File: config.mk
export PLATFORM = sky130hd
export DESIGN_NAME = wiper_pos_reg
export DESIGN_NICKNAME = d
export VERILOG_FILES = /design/src/rtl/wpr_pkg.sv /design/src/rtl/wpr_sck_edge.sv /design/src/rtl/wpr_next_pos.sv /design/src/rtl/wpr_settle.sv /design/src/rtl/wpr_tap_decode.sv /design/src/rtl/wiper_pos_reg.sv
export SDC_FILE = /design/constraint.sdc
export NUM_CORES = 1
export LEC_CHECK = 0
export ABC_AREA = 1
export BUFFER_PORTS_ARGS = -buffer_cell sky130_fd_sc_hd__buf_2
export CAP_MARGIN = 20
export CORE_AREA = 2 2 123 125
export DETAILED_ROUTE_END_ITERATION = 8
export DIE_AREA = 0 0 125 127
export SLEW_MARGIN = 20
export SYNTH_ARGS = -nofsm -noshare
export SYNTH_HDL_FRONTEND = slang
export SYNTH_HIERARCHICAL = 1
export SYNTH_SLANG_ARGS = --single-unit
File: constraint.sdc
create_clock -name clk -period 3.3 [get_ports clk]
set_clock_uncertainty 0.05 [all_clocks]
set_input_delay 0.33 -clock clk [delete_from_list [all_inputs] [get_ports clk]]
set_output_delay 0.33 -clock clk [all_outputs]
set_load 0.02 [all_outputs]
File: src/rtl/wpr_pkg.sv
// Package: shared widths and the update-source encoding for the wiper
// position counter. Assumes an 8-bit position and four bank-0 registers.
package wpr_pkg;
    localparam int POS_W  = 8;
    localparam int NUM_DR = 4;

    // Which source updates the position in a given cycle.
    typedef enum logic [2:0] {
        SRC_HOLD,
        SRC_RECALL,
        SRC_WRITE,
        SRC_XFER,
        SRC_STEP
    } wpr_src_e;
endpackage

File: src/rtl/wpr_sck_edge.sv
// Module: gives a one-cycle step pulse on each rising sck while step mode is
// active. Assumes sck_i is already synchronous to clk.
module wpr_sck_edge (
    input  logic clk,
    input  logic rst_n,
    input  logic sck_i,
    input  logic en_i,
    output logic step_o
);
    logic sck_q;

    // Store the last sampled sck level so its rising edge can be found.
    always_ff @(posedge clk) begin
        if (!rst_n) sck_q <= 1'b0;
        else        sck_q <= sck_i;
    end

    // A step needs step mode and a low-to-high change of sck.
    always_comb step_o = en_i && sck_i && !sck_q;
endmodule

File: src/rtl/wpr_next_pos.sv
// Module: picks the one source that acts this cycle, ranked fixed, and works
// out the next position. Steps stop at the ends of the range.
module wpr_next_pos #(
    parameter int POS_W = wpr_pkg::POS_W
) (
    input  logic [POS_W-1:0] cur_i,
    input  logic             recall_i,
    input  logic [POS_W-1:0] recall_data_i,
    input  logic             wr_en_i,
    input  logic [POS_W-1:0] wr_data_i,
    input  logic             xfr_en_i,
    input  logic [POS_W-1:0] xfr_data_i,
    input  logic             step_i,
    input  logic             up_i,
    output logic [POS_W-1:0] nxt_o
);
    import wpr_pkg::*;

    localparam logic [POS_W-1:0] POS_MAX = {POS_W{1'b1}};
    localparam logic [POS_W-1:0] POS_MIN = '0;

    wpr_src_e src;

    // Choose the source: recall, then write, then transfer, then step.
    always_comb begin
        if (recall_i)      src = SRC_RECALL;
        else if (wr_en_i)  src = SRC_WRITE;
        else if (xfr_en_i) src = SRC_XFER;
        else if (step_i)   src = SRC_STEP;
        else               src = SRC_HOLD;
    end

    // Work out the next position from the chosen source.
    always_comb begin
        case (src)
            SRC_RECALL: nxt_o = recall_data_i;
            SRC_WRITE:  nxt_o = wr_data_i;
            SRC_XFER:   nxt_o = xfr_data_i;
            SRC_STEP: begin
                if (up_i) nxt_o = (cur_i == POS_MAX) ? cur_i : cur_i + 1'b1;
                else      nxt_o = (cur_i == POS_MIN) ? cur_i : cur_i - 1'b1;
            end
            default:    nxt_o = cur_i;
        endcase
    end
endmodule

File: src/rtl/wpr_settle.sv
// Module: delays the position seen by the tap decoder by SETTLE cycles after
// each change; SETTLE of 0 gives a direct path. A new change restarts the wait.
module wpr_settle #(
    parameter int POS_W  = wpr_pkg::POS_W,
    parameter int SETTLE = 4
) (
    input  logic             clk,
    input  logic             rst_n,
    input  logic [POS_W-1:0] pos_i,
    input  logic             chg_i,
    output logic [POS_W-1:0] pos_o
);
    generate
        if (SETTLE == 0) begin : g_direct
            assign pos_o = pos_i;
        end else begin : g_delay
            localparam int CNT_W = $clog2(SETTLE + 1);
            logic [CNT_W-1:0] cnt_q;
            logic [POS_W-1:0] hold_q;

            // Count down after a change, then pass the settled position on.
            always_ff @(posedge clk) begin
                if (!rst_n) begin
                    cnt_q  <= '0;
                    hold_q <= '0;
                end else if (chg_i) begin
                    cnt_q  <= CNT_W'(SETTLE);
                end else if (cnt_q == CNT_W'(1)) begin
                    cnt_q  <= '0;
                    hold_q <= pos_i;
                end else if (cnt_q != '0) begin
                    cnt_q  <= cnt_q - 1'b1;
                end
            end

            assign pos_o = hold_q;
        end
    endgenerate
endmodule

File: src/rtl/wpr_tap_decode.sv
// Module: turns a binary position into a one-hot select of 2**POS_W taps.
module wpr_tap_decode #(
    parameter int POS_W = wpr_pkg::POS_W
) (
    input  logic [POS_W-1:0]        pos_i,
    output logic [(1<<POS_W)-1:0]   tap_o
);
    localparam int NUM_TAPS = 1 << POS_W;

    generate
        for (genvar t = 0; t < NUM_TAPS; t++) begin : g_tap
            // Each tap is on only when the position equals its index.
            assign tap_o[t] = (pos_i == POS_W'(t));
        end
    endgenerate
endmodule

File: src/rtl/wiper_pos_reg.sv
// Module: wiper position counter. It recalls bank-0 register 0 on the first
// clock after reset and then takes direct writes, transfers and single steps.
// It drives a settled one-hot tap select. Assumes the serial inputs are
// synchronous to clk and the request strobes come from the command decoder.
module wiper_pos_reg #(
    parameter int POS_W         = wpr_pkg::POS_W,
    parameter int NUM_DR        = wpr_pkg::NUM_DR,
    parameter int SETTLE_CYCLES = 4,
    localparam int SEL_W        = $clog2(NUM_DR),
    localparam int NUM_TAPS     = 1 << POS_W
) (
    input  logic                    clk,
    input  logic                    rst_n,
    input  logic [NUM_DR*POS_W-1:0] dr_bank0_i,
    input  logic                    wr_en_i,
    input  logic [POS_W-1:0]        wr_data_i,
    input  logic                    xfr_en_i,
    input  logic [SEL_W-1:0]        xfr_sel_i,
    input  logic                    step_mode_i,
    input  logic                    sck_i,
    input  logic                    si_i,
    output logic [POS_W-1:0]        pos_o,
    output logic [NUM_TAPS-1:0]     tap_o
);
    logic [POS_W-1:0] pos_q;
    logic [POS_W-1:0] pos_d;
    logic [POS_W-1:0] settled;
    logic             recall_q;
    logic             step;
    logic [POS_W-1:0] dr_arr [NUM_DR];

    generate
        for (genvar g = 0; g < NUM_DR; g++) begin : g_dr
            assign dr_arr[g] = dr_bank0_i[g*POS_W +: POS_W];
        end
    endgenerate

    wpr_sck_edge u_edge (
        .clk    (clk),
        .rst_n  (rst_n),
        .sck_i  (sck_i),
        .en_i   (step_mode_i),
        .step_o (step)
    );

    wpr_next_pos #(.POS_W(POS_W)) u_next (
        .cur_i         (pos_q),
        .recall_i      (recall_q),
        .recall_data_i (dr_arr[0]),
        .wr_en_i       (wr_en_i),
        .wr_data_i     (wr_data_i),
        .xfr_en_i      (xfr_en_i),
        .xfr_data_i    (dr_arr[xfr_sel_i]),
        .step_i        (step),
        .up_i          (si_i),
        .nxt_o         (pos_d)
    );

    // Hold the position and the one-shot recall flag set by reset.
    always_ff @(posedge clk) begin
        if (!rst_n) begin
            pos_q    <= '0;
            recall_q <= 1'b1;
        end else begin
            pos_q    <= pos_d;
            recall_q <= 1'b0;
        end
    end

    wpr_settle #(.POS_W(POS_W), .SETTLE(SETTLE_CYCLES)) u_settle (
        .clk   (clk),
        .rst_n (rst_n),
        .pos_i (pos_q),
        .chg_i (pos_d != pos_q),
        .pos_o (settled)
    );

    wpr_tap_decode #(.POS_W(POS_W)) u_dec (
        .pos_i (settled),
        .tap_o (tap_o)
    );

    assign pos_o = pos_q;
endmodule

==> flow_metrics.py, run 1 <==
metrics = {
    "sta": {
        "hold_viol": 0,
        "period_needed_ps": 2781,
        "max_freq_mhz": 359.6,
        "grt_setup_unrepaired": "no",
        "slew_violations": 0,
        "period_share_pct": 84.26,
        "tightest_slew_ps": 851.0,
        "final-setup-viol-count": 0,
        "max_slew_margin_pct": 43.13,
        "fin_tns_setup_ps": 0,
    },
    "clocking": {
        "ctsResizeCount": 0,
        "clkSlewWorstSetupHoldPaths_ps": 60,
        "htree_levels": 1,
        "cts.sinks": 21,
        "clock_latency_ps": 250,
        "cts_root_buffer": "clkbuf_16",
        "cts_buffers": 3,
        "clockBufferDepth": 2,
        "hold_buffers": 0,
        "post_cts_buffers": 0,
        "cts_tree": "yes",
    },
    "die": {
        "start_util_pct": 24.12,
        "core_um2": 14420,
        "dieHeight_um": 127,
        "io_pins": 313,
        "die_area_um2": 15880,
        "fp-row-count": 44,
        "die_w_um": 125,
    },
    "global_routing": {
        "grt_pass1_vias": 4534,
        "grt_max_degree": 20,
        "antenna_found_initial": 0,
        "grt_overflow": 0,
        "grt.total_usage_pct": 20.90,
        "grt_first_pass_wirelength_mm": 26.50,
    },
    "finish": {
        "layout_common_cells": "nor2_1, buf_2, nand2_1",
        "layout_commonest_cell": "nor2_1",
        "drive_above_1_share_pct": 35.25,
        "nets": 1049,
        "antenna_cells": 0,
        "area_growth_pct": 46.67,
    },
    "logic_synthesis": {
        "synthArstFlopShare_pct": 0,
        "ys_seq_elements": 21,
        "synth.net_count": 771,
        "seq_area_frac_synth_pct": 12.08,
        "syn_area_um2": 3480,
        "ys_types": 28,
        "synth_flop_cell": "dfxtp_1",
        "synth_cells": 716,
        "synth.avg_cell_area_um2": 4.860,
        "synth-edff-count": 0,
        "yosysWarnings": 6,
    },
    "detailed_routing": {
        "first_iter_violations": 380,
        "drc": 0,
        "ant_nets": 0,
        "route.vias.total": 5427,
        "avgViaCountPerCell": 4.611,
        "firstDrtPassIters": 5,
        "wirelength_mm": 18.22,
        "wl_per_cell_um": 15.48,
    },
    "worst_setup_path": {
        "criticalPathCategory": "flip-flop to flip-flop",
        "worstSetupStartpointType": "flip-flop",
        "crit_fanout": 16,
        "crit_arrival_ps": 2880,
        "required_ps": 3400,
        "crit_path_end_kind": "flip-flop",
    },
    "power_and_ir_drop": {
        "power_uw": 814.9,
        "power_density_nw_per_um2": 159.7,
        "leakagePower_uw": 0.002997,
        "peakVddDrop_mv": 0.1523,
    },
    "placed_design": {
        "dpl.hpwl_mm": 14.40,
        "place_congestion": 0.8889,
        "io_buffers": 312,
    },
    "run_status": {
        "outcome": "completed",
    },
    "min_path": {
        "hold_path_class": "input port to flip-flop",
    },
    "flow_run": {
        "maxCapViolations": 0,
    },
}
## critical path: stages (launching register included)
cell	delay, ps
dfxtp_1	530
inv_2	150
ha_1	240
inv_1	70
nor3_2	40
nand2_2	160
nand3_1	80
nand2_1	60
nand3_1	60
a21oi_1	250
xnor2_1	150
nand2_1	60
nor2_1	100
nand2_1	120
nor2_4	300
nand3_1	120
nand2_1	80
nor2_1	40
## path summary, 6_finish.rpt
path / from / to / slack, ps / depth (start not counted)
worst max-delay path: pos_o[0]$_SDFF_PN0_ / u_settle/pos_o[1]$_SDFFE_PN0P_ / 520 / 17
worst min-delay path: sck_i / u_edge/sck_q$_SDFF_PN0_ / 230 / 3
worst max register to register: pos_o[0]$_SDFF_PN0_ / u_settle/pos_o[1]$_SDFFE_PN0P_ / 520 / 17
worst min register to register: u_settle/g_delay.cnt_q[1]$_SDFFE_PP0P_ / u_settle/g_delay.cnt_q[1]$_SDFFE_PP0P_ / 410 / 2
## cells by family after synthesis
| kind of cell | Yosys count | share of synthesized area (%) |
|---|---|---|
| xor+xnor | 7 | 1.762 |
| compound gates | 59 | 9.673 |
| fa+ha+maj | 6 | 2.157 |
| simple gates | 516 | 59.22 |
| buf+inv | 107 | 15.10 |
| flops | 21 | 12.08 |
## power by group
group          internal, µW  switching [µW]  leakage (µW)
Clock                   163            91.8     0.0000409
Sequential              264            29.4      0.000172
Combinational           109             158       0.00278
## cell type report
| type | count | area, µm² |
|---|---|---|
| timing repair buffer | 318 | 1607 |
| fill | 1665 | 9320 |
| inverter | 62 | 232.7 |
| clock inverter | 1 | 5.005 |
| clock buffer | 3 | 75.07 |
| multi-input combinational | 588 | 2534 |
| tap | 184 | 230.2 |
| sequential | 21 | 420.4 |
## through the flow
stage          setup WS, ps  area (µm²)  hold WS [ps]  std cells  util (%)
2_1_floorplan         699.1        3480         373.5        716         -
3_3_place_gp          588.1        5024         397.3       1173     34.83
3_5_place_dp          514.1        5024         404.0       1173     34.83
4_1_cts               497.8        5104         220.6       1177     35.38
5_1_grt               129.4        5104         234.1       1177     35.38
6_report              519.3        5104         225.5       1177     35.38
## sequential cells by signal, indices dropped and copies added, names as in the netlist
name                    flops
u_settle/g_delay.cnt_q      3
recall_q                    1
u_edge/sck_q                1
pos_o                       8
u_settle/pos_o              8
## Yosys cell counts (6+ instances only)
| master | n | area (µm²) |
|---|---|---|
| a31oi_1 | 8 | 50.05 |
| buf_6 | 7 | 78.83 |
| buf_4 | 10 | 75.07 |
| buf_2 | 27 | 135.1 |
| nand3_1 | 41 | 205.2 |
| o22ai_1 | 8 | 50.05 |
| ha_1 | 6 | 75.07 |
| nand2_1 | 136 | 510.5 |
| nor2_2 | 10 | 62.56 |
| nor2_1 | 318 | 1194 |
| dfxtp_1 | 21 | 420.4 |
| o21ai_0 | 15 | 75.07 |
| inv_1 | 57 | 214.0 |
| a21oi_1 | 17 | 85.08 |
## routing by layer
layer	GRT usage [%]	part of all wire, %	vias up
met4	3.856	0.99	0
met1	25.43	40	2420
met3	3.518	7.8	12
met2	39.00	51	260
li1	-	-	2735
met5	0	0	-
Power figures use the tool's default switching activity.
==> run 2, diff against run 1 <==
- clock period: 3.3 -> 2.9 ns (I/O delays scaled with it)
==> run 2 against run 1 <==
Against the previous run:
- register-to-register slack worse by 180 ps
- sequential share of layout area shrank 0.14 points
- first-iteration DRC count down 20%
- critical endpoint unchanged
- largest cell class unchanged
==> flow_metrics.py, run 2 (synthesized netlist as in run 1, its figures left out) <==
metrics = {
    "finish": {
        "area_growth_pct": 49.16,
        "num-fill-cells": 1684,
        "drive_above_1_share_pct": 35.79,
        "antenna_cells": 0,
        "layout_commonest_cell": "nor2_1",
        "seq_area_um2": 420.4,
        "nets": 1059,
        "layout_common_cells": "nor2_1, buf_2, nand2_1",
        "multi_input_area_um2": 2534,
    },
    "detailed_routing": {
        "first_iter_violations": 304,
        "avgViaCountPerCell": 4.586,
        "drc": 0,
        "ant_nets": 0,
        "wl_per_cell_um": 15.49,
        "route.vias.total": 5444,
        "firstDrtPassIters": 5,
        "wirelength_mm": 18.39,
    },
    "clocking": {
        "cts_root_buffer": "clkbuf_16",
        "cts_buffers": 3,
        "clock_latency_ps": 250,
        "clockBufferDepth": 2,
        "clkSlewWorstSetupHoldPaths_ps": 60,
        "cts_tree": "yes",
        "htree_levels": 1,
        "hold_buffers": 0,
        "cts.sinks": 21,
    },
    "sta": {
        "hold_viol": 0,
        "grt_setup_unrepaired": "no",
        "max_freq_mhz": 390.0,
        "tightest_slew_ps": 830.0,
        "slew_violations": 0,
        "max_slew_margin_pct": 44.54,
        "fin_tns_setup_ps": 0,
        "period_needed_ps": 2564,
        "period_share_pct": 88.42,
        "final-setup-viol-count": 0,
    },
    "global_routing": {
        "met1_usage_pct": 26.31,
        "busiest_layer": "met2",
        "antenna_found_initial": 0,
        "grt_overflow": 0,
        "grt_first_pass_wirelength_mm": 27.12,
        "use_met3_pct": 2.638,
        "grt_pass1_vias": 4713,
        "grt.total_usage_pct": 21.24,
        "use_met2_pct": 39.90,
        "grt_max_degree": 20,
    },
    "die": {
        "fp-row-count": 44,
        "die_area_um2": 15880,
        "dieHeight_um": 127,
        "io_pins": 313,
        "die_w_um": 125,
        "core_um2": 14420,
        "start_util_pct": 24.12,
    },
    "worst_setup_path": {
        "crit_path_end_kind": "flip-flop",
        "cp_slowest_cell": "dfxtp_1",
        "cpPeakStageDelay_ps": 340,
        "worstSetupStartpointType": "flip-flop",
        "crit_arrival_ps": 2660,
        "crit_fanout": 16,
        "path_cells": "inv_2 > ha_1 > inv_1 > nor3_2 > nand2_2 > nand2_1 > nand2_1 > nand2_1 > nand3_1 > a21oi_1 > nand2_1 > nand2_1 > nand2_1 > nor2_1 > nand2_1 > nor2_4 > buf_12 > nand3_1 > nand2_1 > nor2_1",
        "required_ps": 2990,
        "criticalPathCategory": "flip-flop to flip-flop",
        "critPathMostFrequentCell": "nand2_1",
    },
    "flow_run": {
        "maxCapViolations": 0,
    },
    "power_and_ir_drop": {
        "power_density_nw_per_um2": 181.2,
        "power_uw": 940.3,
        "leakagePower_uw": 0.003045,
        "peakVddDrop_mv": 0.2060,
    },
    "run_status": {
        "outcome": "completed",
    },
    "placed_design": {
        "io_buffers": 312,
        "dpl.hpwl_mm": 14.76,
        "place_congestion": 0.8902,
    },
    "min_path": {
        "hold_path_class": "input port to flip-flop",
    },
}
## run 2: changes by cell type in the layout (fill, tap and decap cells not counted)
cell and change:
buf_12 +1, buf_4 +9, clkbuf_1 +1, clkinv_2 -1
## run 2: where the power goes
group	total (µW)	leakage (µW)	internal [µW]	switching [µW]
Combinational	323	0.00283	131	192
Clock	289	0.0000382	187	102
Sequential	328	0.000172	301	27.2
## run 2: stage by stage
step           instance area (µm²)  instances  hold slack (ps)  setup slack (ps)  utilization, %
2_1_floorplan                 3480        716            333.5             299.1               -
3_3_place_gp                  5091       1182            398.3             359.2           35.30
3_5_place_dp                  5091       1182            403.0             299.6           35.30
4_1_cts                       5170       1186            180.1             280.0           35.84
5_1_grt                       5190       1187            205.6             6.444           35.98
6_report                      5190       1187            181.6             335.7           35.98
## run 2: per-layer routing
metal / wire (µm) / vias up
met5: 0 / -
met4: 194 / 0
met3: 1213 / 14
met2: 9362 / 269
met1: 7616 / 2410
li1: - / 2751
## run 2: path summary, 6_finish.rpt
check                           cells past startpoint                                      to  slack, ps                                   start
worst max register to register                     20          u_settle/pos_o[1]$_SDFFE_PN0P_        340                     pos_o[0]$_SDFF_PN0_
worst min-delay path                                3                 u_edge/sck_q$_SDFF_PN0_        180                                   sck_i
worst min register to register                      2  u_settle/g_delay.cnt_q[1]$_SDFFE_PP0P_        410  u_settle/g_delay.cnt_q[1]$_SDFFE_PP0P_
worst max-delay path                               20          u_settle/pos_o[1]$_SDFFE_PN0P_        340                     pos_o[0]$_SDFF_PN0_
## run 2: cell type report
type,instances,share of cell area (%)
repair buffers,328,32.64
well taps,184,4.436
flip-flops and latches,21,8.100
multi-input cells,588,48.82
inverters,62,4.484
clock buffers,4,1.519
## run 2: repair_timing
action | in CTS | in global routing
resized for setup | 0 | 0
endpoints found under the setup margin | 0 | 7
buffers inserted | 0 | 1
## run 2: critical path, delay by kind of cell, from the launching register on
kind                     cells  cell delay [ps]
adder cells (fa/ha/maj)      1              190
AO/OA/AOI/OAI                1              220
buffers and inverters        3              340
AND/OR/NAND/NOR             15             1300
flip-flops                   1              340
==> run 3, diff against run 2 <==
- ABC_AREA: 1 -> 0
- CORE_AREA: 2 2 123 125 -> 2 2 122 124
- DIE_AREA: 0 0 125 127 -> 0 0 124 126
==> run 3 against run 2 <==
Against the previous run:
- global-route usage shrank 0.21 points
- core utilization increased by 3.7 points
- sequential share of layout area is 0.57 points lower
- synthesized area increased by 6.7%
- first-iteration DRC count up 49%
==> flow_metrics.py, run 3 <==
metrics = {
    "logic_synthesis": {
        "synth_top_family_by_area": "simple AND/OR/NAND/NOR gates",
        "synthArstFlopShare_pct": 0,
        "synthTopCellsByArea": "nor2_1, dfxtp_1, buf_6",
        "ys_seq_elements": 21,
        "synth_fa_ha_area_share_pct": 2.022,
        "synthMuxAreaShare_pct": 8.662,
        "syn_area_um2": 3712,
        "synth_flop_cell": "dfxtp_1",
        "synth-simple-area-share_pct": 52.85,
        "yosysWarnings": 6,
        "synth.most_common_cell": "nor2_1",
        "synth-xor-area-share_pct": 2.123,
        "synth_compound_area_share_pct": 9.134,
        "synth.avg_cell_area_um2": 6.379,
        "synth_top_area_share_pct": 24.37,
        "ys_types": 68,
        "synth_top_area_cell": "nor2_1",
        "synth-edff-count": 0,
        "synth_commonest_cells": "nor2_1, nand2_1, clkbuf_1",
        "synth_cells": 582,
        "seq_area_frac_synth_pct": 11.32,
        "synth.net_count": 637,
    },
    "detailed_routing": {
        "ant_nets": 0,
        "first_iter_violations": 452,
        "wl_per_cell_um": 16.95,
        "firstDrtPassIters": 5,
        "avgViaCountPerCell": 4.851,
        "wirelength_mm": 17.91,
        "drc": 0,
        "route.vias.total": 5127,
    },
    "clocking": {
        "clkSlewWorstSetupHoldPaths_ps": 60,
        "clockBufferDepth": 2,
        "clock_latency_ps": 250,
        "cts_buffers": 3,
        "cts_tree": "yes",
        "cts.sinks": 21,
        "cts_root_buffer": "clkbuf_16",
        "htree_levels": 1,
    },
    "die": {
        "dieHeight_um": 126,
        "core_um2": 14310,
        "die_w_um": 124,
        "fp-row-count": 44,
        "start_util_pct": 25.94,
        "die_area_um2": 15620,
        "io_pins": 313,
    },
    "finish": {
        "layout_commonest_cell": "buf_2",
        "drive_above_1_share_pct": 50.86,
        "area_growth_pct": 52.98,
        "antenna_cells": 0,
        "nets": 929,
        "layout_common_cells": "buf_2, nor2_1, buf_4",
    },
    "run_status": {
        "outcome": "completed",
    },
    "flow_run": {
        "maxCapViolations": 0,
    },
    "placed_design": {
        "dp_slack_ps": -72.78,
        "dpl.hpwl_mm": 13.72,
        "io_buffers": 312,
        "place_congestion": 0.8530,
    },
    "power_and_ir_drop": {
        "switchingPower_uw": 322.8,
        "pwr-share-seq_pct": 31.5,
        "swShare_pct": 32.20,
        "p_int_uw": 679.7,
        "peakVddDrop_mv": 0.1999,
        "leakagePower_uw": 0.002884,
        "power_density_nw_per_um2": 176.5,
        "power_uw": 1002,
        "comb_power_share_pct": 39.1,
        "p_clk_share_pct": 29.4,
    },
    "global_routing": {
        "grt_max_degree": 30,
        "grt_overflow": 0,
        "grt_pass1_vias": 4337,
        "antenna_found_initial": 0,
        "grt_first_pass_wirelength_mm": 25.16,
        "grt.total_usage_pct": 21.02,
    },
    "sta": {
        "setup_slack_ps": 46.93,
        "tightest_slew_ps": 965.2,
        "grt_setup_unrepaired": "yes",
        "max_freq_mhz": 350.5,
        "period_needed_ps": 2853,
        "hold_viol": 0,
        "period_share_pct": 98.38,
        "slew_violations": 0,
        "max_slew_margin_pct": 35.29,
        "final-setup-viol-count": 0,
    },
    "worst_setup_path": {
        "crit_arrival_ps": 2990,
        "required_ps": 3040,
        "criticalPathCategory": "flip-flop to flip-flop",
        "worstSetupStartpointType": "flip-flop",
        "crit_fanout": 8,
        "crit_path_end_kind": "flip-flop",
    },
    "min_path": {
        "hold_path_class": "input port to flip-flop",
    },
}
[run 3: final timing paths]
kind / startpoint / endpoint / slack (ps) / cells past startpoint
setup / recovery: pos_o[3]$_SDFF_PN0_ / u_settle/pos_o[3]$_SDFFE_PN0P_ / 50 / 11
setup reg to reg: pos_o[3]$_SDFF_PN0_ / u_settle/pos_o[3]$_SDFFE_PN0P_ / 50 / 11
hold / removal: sck_i / u_edge/sck_q$_SDFF_PN0_ / 200 / 2
hold reg to reg: pos_o[3]$_SDFF_PN0_ / u_settle/pos_o[3]$_SDFFE_PN0P_ / 460 / 2
[run 3: cell families (layout without fill, tap and decap cells)]
family	Yosys count	after routing
and+or+nand+nor	389	389
buffers and inverters	85	376
AOI/OAI and AO/OA	50	50
muxes	22	22
DFF	21	21
xor gates and xnor gates	9	9
adders and majority gates	6	6
[run 3: critical path, stage by stage (launching register included)]
cell and delay (ps):
dfxtp_1 330, or4_4 590, nor3b_4 250, a31oi_2 70, a21o_1 200, a22oi_2 190
xor2_1 110, nor4_2 260, nand2_1 150, nor3b_2 220, buf_6 180, mux2i_1 190
[run 3: power groups by stage]
stage	registers [µW]	clock network (µW)	logic, µW
floorplan	335	0	192
global placement	320	0	331
detailed placement	320	0	331
CTS	314	304	338
global route	317	319	425
finish	315	295	392
[run 3: metal layers]
| metal | wire, µm | part of all wire, % | up-vias | GRT usage (%) |
|---|---|---|---|---|
| met5 | 0 | 0 | - | 0 |
| met4 | 188 | 1.0 | 0 | 3.833 |
| met3 | 1387 | 7.7 | 17 | 2.400 |
| met2 | 8729 | 49 | 268 | 36.78 |
| met1 | 7605 | 42 | 2348 | 27.85 |
| li1 | - | - | 2494 | - |
[run 3: timing repair]
action / 4_1_cts / 5_1_grt
setup buffers: 0 / 3
gates resized for setup: 4 / 42
gates cloned: 0 / 0
hold buffers: 0 / 0
endpoints found under the setup margin: 9 / 11
pin swaps: 0 / 13
[run 3: through the flow]
step / hold slack, ps / util (%) / instance area, µm² / std cells / setup TNS [ps]
after global placement: 455.6 / 37.63 / 5386 / 1050 / 0
after floorplan: 296.5 / - / 3712 / 582 / 0
after CTS: 196.4 / 38.33 / 5487 / 1054 / 0
after detailed placement: 462.7 / 37.63 / 5386 / 1050 / -412.6
after global routing: 209.4 / 39.68 / 5679 / 1057 / -974.8
final: 198.7 / 39.68 / 5679 / 1057 / 0
[run 3: final cells by class]
class | instances | area (µm²)
repair buffers | 364 | 1959
inverters | 8 | 35.03
clock buffers | 3 | 75.07
flip-flops and latches | 21 | 427.9
clock inverters | 1 | 5.005
multi-input cells | 476 | 2947
well taps | 184 | 230.2
fillers | 1529 | 8635
